$ cat src/rtl/xing_light_seq.sv
module xing_light_seq #(
  parameter int GREEN_TICKS = 120,
  parameter int AMBER_TICKS = 5,
  parameter int CLEAR_TICKS = 60,
  localparam int MAXT = (GREEN_TICKS > AMBER_TICKS ? (GREEN_TICKS > CLEAR_TICKS ? GREEN_TICKS : CLEAR_TICKS)
                                                   : (AMBER_TICKS > CLEAR_TICKS ? AMBER_TICKS : CLEAR_TICKS)),
  localparam int TW = $clog2(MAXT + 1)
) (
  input  logic          clk,
  input  logic          rst,
  input  logic          tick,
  output logic [2:0]    ew_lamp,
  output logic [2:0]    ns_lamp,
  output logic [2:0]    phase,
  output logic [TW-1:0] remain
);

  localparam logic [2:0] RED = 3'b001;
  localparam logic [2:0] YEL = 3'b010;
  localparam logic [2:0] GRN = 3'b100;
  localparam logic [2:0] LAST = 3'd5;

  function automatic logic [TW-1:0] len_of(input logic [2:0] p);
    case (p)
      3'd0, 3'd3: len_of = TW'(GREEN_TICKS);
      3'd1, 3'd4: len_of = TW'(AMBER_TICKS);
      default:    len_of = TW'(CLEAR_TICKS);
    endcase
  endfunction

  logic [2:0] nxt_phase;
  logic       expire;

  assign nxt_phase = (phase == LAST) ? 3'd0 : phase + 3'd1;
  assign expire    = tick && (remain == TW'(1));

  always_ff @(posedge clk) begin
    if (rst) begin
      phase  <= 3'd0;
      remain <= TW'(GREEN_TICKS);
    end else if (expire) begin
      phase  <= nxt_phase;
      remain <= len_of(nxt_phase);
    end else if (tick) begin
      remain <= remain - TW'(1);
    end
  end

  always_comb begin
    ew_lamp = RED;
    ns_lamp = RED;
    case (phase)
      3'd0: ew_lamp = GRN;
      3'd1: ew_lamp = YEL;
      3'd3: ns_lamp = GRN;
      3'd4: ns_lamp = YEL;
      default: ;
    endcase
  end

  assert_lamp_onehot_R7: assert property (@(posedge clk) disable iff (rst)
    $onehot(ew_lamp) && $onehot(ns_lamp));

  assert_no_conflict_R8: assert property (@(posedge clk) disable iff (rst)
    (ew_lamp == RED) || (ns_lamp == RED));

  assert_idle_hold_R6: assert property (@(posedge clk) disable iff (rst)
    !tick |=> $stable(phase) && $stable(remain));

  assert_countdown_R5: assert property (@(posedge clk) disable iff (rst)
    (tick && remain > TW'(1)) |=> (remain == $past(remain) - TW'(1)) && $stable(phase));

  assert_advance_R3: assert property (@(posedge clk) disable iff (rst)
    (tick && remain == TW'(1)) |=> phase != $past(phase));

  assert_timer_live_R4: assert property (@(posedge clk) disable iff (rst)
    remain != '0 && phase <= LAST);

  assert_reset_state_R9: assert property (@(posedge clk)
    rst |=> phase == 3'd0 && remain == TW'(GREEN_TICKS));

endmodule

$ cat config.mk
export PLATFORM = sky130hd
export DESIGN_NAME = xing_light_seq
export DESIGN_NICKNAME = d
export VERILOG_FILES = /design/src/rtl/xing_light_seq.sv
export SDC_FILE = /design/constraint.sdc
export NUM_CORES = 1
export LEC_CHECK = 0
export ABC_AREA = 1
export ABC_CLOCK_PERIOD_IN_PS = 1300
export BUFFER_PORTS_ARGS = -buffer_cell sky130_fd_sc_hd__buf_2
export CELL_PAD_IN_SITES_DETAIL_PLACEMENT = 0
export CELL_PAD_IN_SITES_GLOBAL_PLACEMENT = 1
export CORE_ASPECT_RATIO = 0.9
export CORE_UTILIZATION = 31
export DETAILED_ROUTE_END_ITERATION = 16
export PLACE_DENSITY = 0.73
export RECOVER_POWER = 100
export SKIP_LAST_GASP = 1
export SLEW_MARGIN = 20
export SYNTH_ARGS = -nofsm -noshare
export SYNTH_HDL_FRONTEND = slang
export SYNTH_SLANG_ARGS = --single-unit
export TNS_END_PERCENT = 10
$ cat constraint.sdc
create_clock -name clk -period 1.3 [get_ports clk]
set_input_delay 0.26 -clock clk [delete_from_list [all_inputs] [get_ports clk]]
set_output_delay 0.26 -clock clk [all_outputs]
set_load 0.05 [all_outputs]
==> results.cfg <==
[status]
status = complete, but fails checks
violations = setup timing

[placement]
dpl_cell_area_sq_um = 1030
detailedPlace.worstSlack_ns = -0.0393
routabilityCongestion = 0.768
port_buffers = 18
dpl.hpwl_um = 1610
dp.cells = 174

[clock_tree]
clkTransAtPathRegs_ns = 0.07
cts_max_level = 1
clockRootBuffer = clkbuf_4
cts_max_path_buffers = 2
cts.sinks = 10
tritoncts = built
cts_buffers = 3
clock_latency_ns = 0.26

[detailed_routing]
via_per_inst = 4.78
via_count = 856
met2_length_um = 1090
ant_nets = 0
wl_met3_um = 121
wirelength_met1_um = 1030
drc_errors = 0
routedWlPerCell_um = 12.5
drt_first_iter_violations = 12
drt_wl_total_um = 2240
highest_layer = met4
first_pass_iters = 5

[worst_setup_path]
worstPathArrival_ns = 1.15
cp-start-kind = register
rrSetupSlack_ns = -0.05
r2r_cells = 9
crit_type = register to output pin
r2r-end = remain[2]
crit_fanout = 4
crit_start = phase[0]
end_kind = output pin
worstPathRequired_ns = 1.04
endpoint = ns_lamp[2]
reg2reg_from = remain[1]

[cells_and_area]
finalInstanceArea_sq_um = 1150
drive_above_1_share_pct = 45.4
final_nets = 160
fillCellCount = 230
area_growth_pct = 60.2
num_antenna_cells = 0
instances_no_fill = 179

[die]
dieArea_sq_um = 2520
num_rows = 16
io_pins = 19
die_h_um = 47.7
initial_core_util_pct = 33.0
die_w_um = 52.8
coreArea_sq_um = 2180

[synthesis]
synthCells = 111
synth_flop_cell = dfxtp_1
syn_area_sq_um = 721
post_synth_num_cell_types = 20
synth_edf_count = 0
synth_top_cell_by_area = dfxtp_1
synth.most_common_cell = nand2_1
synth_area_leaders = dfxtp_1 28%, nand2_1 18%, inv_1 8.9%
yosys_warnings = 0
synthTopCellsByCount = 34 x nand2_1, 17 x inv_1, 11 x nand3_1, 10 x dfxtp_1, 9 x a21oi_1
ys_seq_elements = 10
postSynth.asyncResetShare_pct = 0
synth_fp_nets = 118
syn_avg_cell_area_sq_um = 6.49
yosysTopAreaCellShare_pct = 27.8
ys_seq_area_share_pct = 27.8

[global_route]
grt_pass1_vias = 766
grt_pass1_wl_um = 3400
gr-total-overflow = 0
antenna_found_initial = 0
grt_max_degree = 10
grt.total_usage_pct = 19.5

[timing]
setup_slack_ns = -0.111
finalCriticalPeriod_ns = 1.41
tightestPinTransition_ns = 0.251
clock.fmax_ghz = 0.709
drv_slew = 0
rsz0062_at_grt = true
finalHoldViolCount = 0
relSlewSlack_pct = 83.2
finalCritPeriodShare_pct = 109
setup_viol = 12
fin_setup_tns_ns = -0.646
clock_skew_ns = 0.00117

[power]
power.density_nw_per_um2 = 698
ir_worst_vdd_mv = 0.709
leakage_nw = 0.624

[min_path]
hp-class = input port to register
hold_path.startpoint = rst

[job]
max-cap-violations = 0
[per-stage QoR]
| stage | hold slack [ns] | power, mW | utilization [%] |
|---|---|---|---|
| 6_report | 0.253 | 0.806 | 52.9 |
| 4_1_cts | 0.249 | 0.815 | 51.5 |
| 5_1_grt | 0.250 | 0.861 | 52.9 |
| 3_5_place_dp | 0.527 | 0.584 | 47.1 |
| 3_3_place_gp | 0.515 | 0.580 | 47.1 |
| 2_1_floorplan | 0.319 | 0.507 | - |
[per-layer routing]
metal	vias to the layer above	GRT usage (%)
met3	2	6.67
met1	392	24.3
met5	-	0
met4	0	3.16
met2	26	33.4
li1	436	-
[critical path, cell delays in order (launching register included)]
cell,delay (ns)
dfxtp_4,0.36
nand2_2,0.07
inv_2,0.05
buf_6,0.12
ha_4,0.15
buf_8,0.14
[placed cells by master, fill, tap and decap left out, types with 3 or more instances in the layout]
cell,synthesis,final
a21oi_1,9,9
dfxtp_1,10,6
buf_6,1,5
inv_1,17,11
nor2_1,7,4
clkbuf_4,0,3
nand2_1,34,31
buf_4,0,19
buf_2,0,12
nor2_4,1,3
nand3_1,11,9
o21ai_0,5,3
inv_2,0,4
dfxtp_4,0,4
[cell type report]
class / instances / area, sq um / share of cell area (%)
clock buffers: 4 / 26.3 / 2.28
inverters: 18 / 77.6 / 6.72
multi-input cells: 82 / 513 / 44.4
flip-flops and latches: 10 / 215 / 18.6
well taps: 27 / 33.8 / 2.93
repair buffers: 38 / 289 / 25.0
[state kept, by name, summed over array words and instances (netlist names)]
register	flops
phase	3
remain	7
[what timing repair did]
action | CTS | global route
setup buffers | 0 | 1
hold buffers | 0 | 0
gates resized for setup | 21 | 9
pin swaps | 3 | 1
endpoints found under the setup margin | 16 | 18
[worst min path at each step]
stage,endpoint,slack (ns),depth (start not counted)
floorplan,phase[1],0.32,1
CTS,phase[2],0.25,2
finish,phase[2],0.25,2
global route,phase[2],0.25,2
detailed placement,phase[2],0.53,2
global placement,remain[6],0.52,2
[power by group]
| part | total (mW) | leakage [nW] | internal, mW | switching (mW) |
|---|---|---|---|---|
| Sequential | 0.334 | 0.0854 | 0.318 | 0.0164 |
| Clock | 0.228 | 0.0150 | 0.119 | 0.110 |
| Combinational | 0.244 | 0.524 | 0.0808 | 0.163 |
| Total | 0.806 | 0.624 | 0.517 | 0.289 |
[logic make-up after synthesis]
family / after synthesis / share of synthesized area [%]
adder cells (fa/ha/maj): 4 / 6.94
AO/OA/AOI/OAI: 17 / 12.7
flip-flops: 10 / 27.8
buffers and inverters: 19 / 11.6
AND/OR/NAND/NOR: 61 / 41.0
Note: power is estimated with default switching activity, not from simulation.
